**config.mk**
```make
export PLATFORM = sky130hd
export DESIGN_NAME = byteport_nic
export DESIGN_NICKNAME = d
export VERILOG_FILES = /design/src/rtl/byteport_pkg.sv /design/src/rtl/byteport_rx_buf.sv /design/src/rtl/byteport_tx_buf.sv /design/src/rtl/byteport_regs.sv /design/src/rtl/byteport_nic.sv
export SDC_FILE = /design/constraint.sdc
export NUM_CORES = 1
export LEC_CHECK = 0
export BUFFER_PORTS_ARGS = -buffer_cell sky130_fd_sc_hd__buf_4
export CAP_MARGIN = 0
export CORE_MARGIN = 2
export CORE_UTILIZATION = 31
export CTS_CLUSTER_SIZE = 14
export DETAILED_ROUTE_END_ITERATION = 16
export PLACE_DENSITY = 0.49
export SLEW_MARGIN = 10
export SYNTH_ARGS = -nofsm -noshare
export SYNTH_HDL_FRONTEND = slang
export SYNTH_SLANG_ARGS = --single-unit
export TNS_END_PERCENT = 100
```
**constraint.sdc**
```tcl
create_clock -name clk -period 3.8 [get_ports clk]
set_input_delay 0.19 -clock clk [delete_from_list [all_inputs] [get_ports clk]]
set_output_delay 0.19 -clock clk [all_outputs]
set_load 0.02 [all_outputs]
```
**src/rtl/byteport_pkg.sv**
```systemverilog
package byteport_pkg;

  // Word indices (byte address bits 5:2)
  localparam logic [3:0] W_ID_LO   = 4'd0;
  localparam logic [3:0] W_ID_HI   = 4'd1;
  localparam logic [3:0] W_BUSY    = 4'd2;
  localparam logic [3:0] W_RXCNT   = 4'd3;
  localparam logic [3:0] W_TXCNT   = 4'd4;
  localparam logic [3:0] W_IRQCTL  = 4'd5;
  localparam logic [3:0] W_IRQLINE = 4'd6;
  localparam logic [3:0] W_RXPORT  = 4'd7;
  localparam logic [3:0] W_TXPORT  = 4'd8;

  // Identity: seven name characters then a version digit, first char in the low byte
  function automatic logic [63:0] make_id(input int unsigned ver);
    logic [63:0] id;
    id = '0;
    id[7:0]   = 8'h50; // P
    id[15:8]  = 8'h4B; // K
    id[23:16] = 8'h54; // T
    id[31:24] = 8'h50; // P
    id[39:32] = 8'h4F; // O
    id[47:40] = 8'h52; // R
    id[55:48] = 8'h54; // T
    id[63:56] = 8'h30 + 8'(ver % 10);
    return id;
  endfunction

  // Limit a requested length to a buffer depth
  function automatic logic [31:0] clamp_len(input logic [31:0] req, input int unsigned lim);
    return (req > 32'(lim)) ? 32'(lim) : req;
  endfunction

  // Length after one more byte, saturating at the depth
  function automatic logic [31:0] grow_len(input logic [31:0] cur, input int unsigned lim);
    return (cur >= 32'(lim)) ? 32'(lim) : cur + 32'd1;
  endfunction

endpackage

```
**src/rtl/byteport_rx_buf.sv**
```systemverilog
module byteport_rx_buf
  import byteport_pkg::*;
#(
  parameter int DEPTH = 64,
  parameter int CNT_W = 17
) (
  input  logic             clk,
  input  logic             rst_n,
  input  logic             in_valid,
  input  logic [7:0]       in_data,
  input  logic             in_last,
  output logic             in_ready,
  input  logic             hold,
  input  logic             pop,
  output logic [7:0]       pop_data,
  output logic [CNT_W-1:0] count,
  output logic             loading,
  output logic             avail
);
  localparam int IDX_W = (DEPTH > 1) ? $clog2(DEPTH) : 1;
  localparam logic [CNT_W-1:0] DEPTH_C = CNT_W'(DEPTH);

  logic [7:0]       mem [DEPTH];
  logic [CNT_W-1:0] wlen;
  logic [CNT_W-1:0] rptr;
  logic             accept;
  logic             pop_ok;
  logic             have;

  assign have     = (count != '0);
  assign in_ready = !have && (loading || !hold);
  assign accept   = in_valid && in_ready;
  assign pop_ok   = pop && have;
  assign pop_data = have ? mem[rptr[IDX_W-1:0]] : 8'h00;

  always_ff @(posedge clk) begin
    if (accept && (wlen < DEPTH_C))
      mem[wlen[IDX_W-1:0]] <= in_data;
  end

  always_ff @(posedge clk or negedge rst_n) begin
    if (!rst_n) begin
      wlen    <= '0;
      rptr    <= '0;
      count   <= '0;
      loading <= 1'b0;
      avail   <= 1'b0;
    end else begin
      avail <= 1'b0;
      if (accept) begin
        if (in_last) begin
          count   <= CNT_W'(grow_len(32'(wlen), DEPTH));
          wlen    <= '0;
          rptr    <= '0;
          loading <= 1'b0;
          avail   <= 1'b1;
        end else begin
          wlen    <= CNT_W'(grow_len(32'(wlen), DEPTH));
          loading <= 1'b1;
        end
      end else if (pop_ok) begin
        count <= count - 1'b1;
        rptr  <= rptr + 1'b1;
      end
    end
  end

endmodule

```
**src/rtl/byteport_tx_buf.sv**
```systemverilog
module byteport_tx_buf
  import byteport_pkg::*;
#(
  parameter int DEPTH = 64,
  parameter int CNT_W = 17
) (
  input  logic             clk,
  input  logic             rst_n,
  input  logic             cnt_wr,
  input  logic [31:0]      cnt_wdata,
  input  logic             dat_wr,
  input  logic [7:0]       dat_wdata,
  output logic [CNT_W-1:0] count,
  output logic             sending,
  output logic             out_valid,
  output logic [7:0]       out_data,
  output logic             out_last,
  input  logic             out_ready,
  output logic             done
);
  localparam int IDX_W = (DEPTH > 1) ? $clog2(DEPTH) : 1;

  logic [7:0]       mem [DEPTH];
  logic [CNT_W-1:0] wptr;
  logic [CNT_W-1:0] rptr;
  logic [CNT_W-1:0] len;
  logic             cnt_ok;
  logic             dat_ok;
  logic             fill_end;
  logic             fire;
  logic             at_end;

  assign cnt_ok    = cnt_wr && (count == '0) && !sending;
  assign dat_ok    = dat_wr && (count != '0);
  assign fill_end  = dat_ok && ((wptr + 1'b1) == count);
  assign at_end    = (rptr + 1'b1) == len;
  assign out_valid = sending;
  assign out_data  = mem[rptr[IDX_W-1:0]];
  assign out_last  = sending && at_end;
  assign fire      = sending && out_ready;

  always_ff @(posedge clk) begin
    if (dat_ok)
      mem[wptr[IDX_W-1:0]] <= dat_wdata;
  end

  always_ff @(posedge clk or negedge rst_n) begin
    if (!rst_n) begin
      count   <= '0;
      wptr    <= '0;
      rptr    <= '0;
      len     <= '0;
      sending <= 1'b0;
      done    <= 1'b0;
    end else begin
      done <= 1'b0;
      if (cnt_ok) begin
        count <= CNT_W'(clamp_len(cnt_wdata, DEPTH));
        wptr  <= '0;
      end else if (fill_end) begin
        len     <= count;
        count   <= '0;
        rptr    <= '0;
        sending <= 1'b1;
      end else if (dat_ok) begin
        wptr <= wptr + 1'b1;
      end
      if (fire) begin
        if (at_end) begin
          sending <= 1'b0;
          done    <= 1'b1;
        end else begin
          rptr <= rptr + 1'b1;
        end
      end
    end
  end

endmodule

```
**src/rtl/byteport_regs.sv**
```systemverilog
module byteport_regs
  import byteport_pkg::*;
#(
  parameter int IRQ_LINE = 5,
  parameter int VERSION  = 1,
  parameter int CNT_W    = 17
) (
  input  logic             bus_rd,
  input  logic             bus_wr,
  input  logic [5:0]       bus_addr,
  output logic [31:0]      bus_rdata,
  input  logic             busy,
  input  logic [CNT_W-1:0] rx_count,
  input  logic [CNT_W-1:0] tx_count,
  input  logic [7:0]       rx_byte,
  output logic             rx_pop,
  output logic             tx_cnt_wr,
  output logic             tx_dat_wr
);
  localparam logic [63:0] ID_VAL = make_id(VERSION);

  logic [3:0] word;
  assign word = bus_addr[5:2];

  assign rx_pop    = bus_rd && (word == W_RXPORT);
  assign tx_cnt_wr = bus_wr && (word == W_TXCNT);
  assign tx_dat_wr = bus_wr && (word == W_TXPORT);

  always_comb begin
    bus_rdata = '0;
    if (bus_rd) begin
      case (word)
        W_ID_LO:   bus_rdata = ID_VAL[31:0];
        W_ID_HI:   bus_rdata = ID_VAL[63:32];
        W_BUSY:    bus_rdata = {31'd0, busy};
        W_RXCNT:   bus_rdata = 32'(rx_count);
        W_TXCNT:   bus_rdata = 32'(tx_count);
        W_IRQLINE: bus_rdata = 32'(IRQ_LINE);
        W_RXPORT:  bus_rdata = {24'd0, rx_byte};
        default:   bus_rdata = '0;
      endcase
    end
  end

endmodule

```
**src/rtl/byteport_nic.sv**
```systemverilog
module byteport_nic #(
  parameter int DEPTH    = 64,
  parameter int IRQ_LINE = 5,
  parameter int VERSION  = 1,
  parameter int MAX_PKT  = 65536,
  localparam int CNT_W   = $clog2(MAX_PKT + 1)
) (
  input  logic        clk,
  input  logic        rst_n,
  input  logic        bus_rd,
  input  logic        bus_wr,
  input  logic [5:0]  bus_addr,
  input  logic [31:0] bus_wdata,
  output logic [31:0] bus_rdata,
  input  logic        rx_valid,
  input  logic [7:0]  rx_data,
  input  logic        rx_last,
  output logic        rx_ready,
  input  logic        rx_hold,
  output logic        rx_avail,
  output logic        tx_valid,
  output logic [7:0]  tx_data,
  output logic        tx_last,
  input  logic        tx_ready,
  output logic        tx_done
);
  logic [CNT_W-1:0] rx_count;
  logic [CNT_W-1:0] tx_count;
  logic [7:0]       rx_byte;
  logic             rx_loading;
  logic             rx_pop;
  logic             tx_cnt_wr;
  logic             tx_dat_wr;
  logic             tx_sending;
  logic             busy;

  assign busy = rx_loading || (rx_count != '0) || (tx_count != '0) || tx_sending;

  byteport_regs #(.IRQ_LINE(IRQ_LINE), .VERSION(VERSION), .CNT_W(CNT_W)) u_regs (
    .bus_rd(bus_rd), .bus_wr(bus_wr), .bus_addr(bus_addr), .bus_rdata(bus_rdata),
    .busy(busy), .rx_count(rx_count), .tx_count(tx_count), .rx_byte(rx_byte),
    .rx_pop(rx_pop), .tx_cnt_wr(tx_cnt_wr), .tx_dat_wr(tx_dat_wr)
  );

  byteport_rx_buf #(.DEPTH(DEPTH), .CNT_W(CNT_W)) u_rx (
    .clk(clk), .rst_n(rst_n), .in_valid(rx_valid), .in_data(rx_data),
    .in_last(rx_last), .in_ready(rx_ready), .hold(rx_hold), .pop(rx_pop),
    .pop_data(rx_byte), .count(rx_count), .loading(rx_loading), .avail(rx_avail)
  );

  byteport_tx_buf #(.DEPTH(DEPTH), .CNT_W(CNT_W)) u_tx (
    .clk(clk), .rst_n(rst_n), .cnt_wr(tx_cnt_wr), .cnt_wdata(bus_wdata),
    .dat_wr(tx_dat_wr), .dat_wdata(bus_wdata[7:0]), .count(tx_count),
    .sending(tx_sending), .out_valid(tx_valid), .out_data(tx_data),
    .out_last(tx_last), .out_ready(tx_ready), .done(tx_done)
  );

endmodule

```
==> results.md <==
- Outcome: finished, violations left
- Failing checks: negative setup slack
- Synth async-reset ratio: 0.0986
- Slew @ Worst Pin: 1.07 ns
- Cell Count Post-Placement: 4413
- Routed via count: 23.6k
- Global route total overflow: 0
- Distinct cells, synth: 72
- WP data arrival: 3.63 ns
- Routed vias/inst: 5.06
- Setup TNS: -0.0316 ns
- Clk Latency, worst-skew pair: 0.74 ns
- Final Hold Fails: 0
- NumNets Final: 2704
- Core area: 148000 um2
- Starting density of the core: 0.313
- Gate power share: 0.177
- Worst setup EP type: output pin
- ANT nets after route: 0
- Worst Hold Class: input port to register
- Share of layout cells above drive strength 1: 0.310
- Number of global-route vias before repair: 24.3k
- Prevailing post-synth register cell: edfxtp_1
- Sw frac: 0.247
- Htree depth: 3
- Critical path required time: 3.61 ns
- Peak supply drop: 0.405 mV
- Clock Path Buffers: 3
- Unrepaired setup endpoints after global routing: yes
- Ports: 99
- Most frequent cells in the layout: 1024 x edfxtp_1, 336 x mux4_2, 235 x buf_4
- Register share of total power: 0.453
- Sink Count: 1136
- First-pass GRT wire length: 169000 um
- Row count: 141
- Full die area: 152000 um2
- Max cap viols: 0
- Peak Freq: 262 MHz
- Setup ws final: -0.0159 ns
- Leak: 17.7 nW
- Post-synth top area share: 0.664
- Area contributors post-synth: edfxtp_1 66%, mux4_2 16%, dfrtp_1 6.1%
- Initial drt markers: 1886
- Die W: 390 um
- Seq cells post-synth: 1136
- Final Max Tran Viols: 0
- Number of antenna violations at the first check in global routing: 3
- CP Class: register to output pin
- Total length of routed wires: 118000 um
- Area leader, netlist: edfxtp_1
- Synth Area per Inst: 19.5 um2
- Maximum number of pins on one net before global-route repair: 67
- Clk_skew: 0.0400 ns
- Synth-to-Final Area Change: 18.4%
- Hpwl dp: 70800 um
- Commonest non-fill, non-tap cell in the layout: edfxtp_1
- Final GP Congestion: 0.774
- CTS root buf: clkbuf_16
- Sw Pwr: 7.49 mW
- Worst-path clk slew: 0.06 ns
- Cells after synthesis: 2378
- Startpoint class of the critical path: register
- Mapped cell area: 46300 um2
- DRC viols: 0
- Number of flops mapped to enable cells by yosys: 1024
- CTS tree: done
- 1st-pass router iterations: 8
- Setup violations, final: 3
- Non-filler instance count after layout: 4670
- Fin crit share: 1.00
- Number of synthesis warnings: 0
- Fillers: 13.5k
- Per-cell routed wire length: 25.3 um
- Int Power: 22.8 mW
- GR Util All Layers: 0.153
- Inserted Clock Buffers: 117
- CP Max Fanout: 8
- PortBufs: 88
- Power per cell area: 553 nW/um2
- Sequential element share of the synthesized area: 0.725
- Die height: 390 um
- Period minus WS final: 3.82 ns
- Clk pwr share: 0.370
- Slew Limit Headroom: 0.282
[layout make-up]
| class | instances | area (um2) | share of cell area |
|---|---|---|---|
| inverter | 15 | 56.3 | 0.00103 |
| antenna | 1 | 2.50 | 0.0000457 |
| timing repair buffer | 293 | 2850 | 0.0520 |
| clock inverter | 62 | 627 | 0.0114 |
| multi-input combinational | 1080 | 12200 | 0.222 |
| tap | 1930 | 2410 | 0.0441 |
| sequential | 1136 | 33600 | 0.613 |
| clock buffer | 153 | 3110 | 0.0567 |
[critical path, cell delays in order (launching register included)]
cell and delay (ns):
dfrtp_4 0.53, buf_12 0.18, buf_12 0.12, buf_16 0.13
mux4_2 0.49, mux4_2 0.52, mux4_2 0.49, nand2_1 0.10
o21ai_2 0.12, buf_6 0.18
[synthesized netlist by cell type, drive strengths merged (28+ instances only)]
| library cell | instances |
|---|---|
| a21oi | 41 |
| and2 | 28 |
| buf | 77 |
| clkbuf | 77 |
| dfrtp | 112 |
| edfxtp | 1024 |
| mux4 | 336 |
| nand2 | 76 |
| nand3 | 30 |
| nor2 | 183 |
| nor3 | 30 |
| nor4 | 36 |
| o21ai | 31 |
| xnor2 | 41 |
| xor2 | 30 |
[metal layers]
metal	global-route usage	wire length (um)	part of all wire
met1	0.201	49500	0.42
met2	0.259	59800	0.51
met3	0.0292	5860	0.050
met4	0.0402	2740	0.023
met5	0	26	0.00022
[through the flow]
stage / area (um2) / worst slack (ns) / hold slack, ns / power [mW] / utilization
floorplan: 46300 / 0.368 / -0.106 / 17.0 / -
global placement: 50200 / 0.409 / 0.344 / 18.7 / 0.339
detailed placement: 50200 / 0.471 / 0.349 / 18.8 / 0.339
CTS: 54600 / -0.156 / 0.00343 / 30.6 / 0.369
global route: 54800 / -0.142 / 0.00911 / 31.4 / 0.370
finish: 54800 / -0.0159 / 0.0152 / 30.3 / 0.370
[flip-flops by register name, summed over array words and instances, names as in the netlist]
signal          flops
u_rx.mem          512
u_tx.rptr          17
u_tx.wptr          17
u_rx.count         17
u_rx.avail          1
u_rx.wlen          17
u_rx.rptr           6
u_rx.loading        1
u_tx.count         17
u_tx.done           1
u_tx.mem          512
u_tx.out_valid      1
u_tx.len           17
[worst paths after layout]
kind / from / endpoint / slack (ns) / cells after the start
worst max-delay path: u_rx.rptr[0] / bus_rdata[0] / -0.02 / 9
worst min-delay path: rx_data[1] / u_rx.mem[32][1] / 0.02 / 1
worst max register to register: u_rx.count[9] / u_rx.mem[15][5] / 0.43 / 6
worst min register to register: u_rx.wlen[7] / u_rx.wlen[7] / 0.49 / 1
max in group asynchronous: rst_n / u_tx.count[5] / 2.77 / 3
min in group asynchronous: rst_n / u_tx.done / 0.13 / 2
[power by group through the flow]
stage	Sequential (mW)	Combinational, mW	Clock, mW
after floorplan	14.0	3.08	0
after global placement	14.0	4.73	0
after detailed placement	14.0	4.78	0
after CTS	13.7	5.37	11.5
after global routing	13.7	5.68	12.0
final	13.7	5.36	11.2
[logic make-up (layout without fill, tap and decap cells)]
family                   Yosys count  count (layout)  synth area share
flip-flops                      1136            1136             0.725
multiplexers                     359             359             0.169
other                              1               9         0.0000810
buffers and inverters            169             523            0.0159
XOR/XNOR                          71              71            0.0134
AO/OA/AOI/OAI                    148             148            0.0220
AND/OR/NAND/NOR                  487             487            0.0528
adder cells (fa/ha/maj)            7               7           0.00189
[repair_timing]
action	in CTS	in global routing
hold buffers	10	0
buffers inserted	11	6
cloned	9	5
endpoints found under the setup margin	16	14
gates resized for setup	57	8
pin swaps	2	1
endpoints found under the hold margin	174	0
Power figures use the tool's default switching activity.
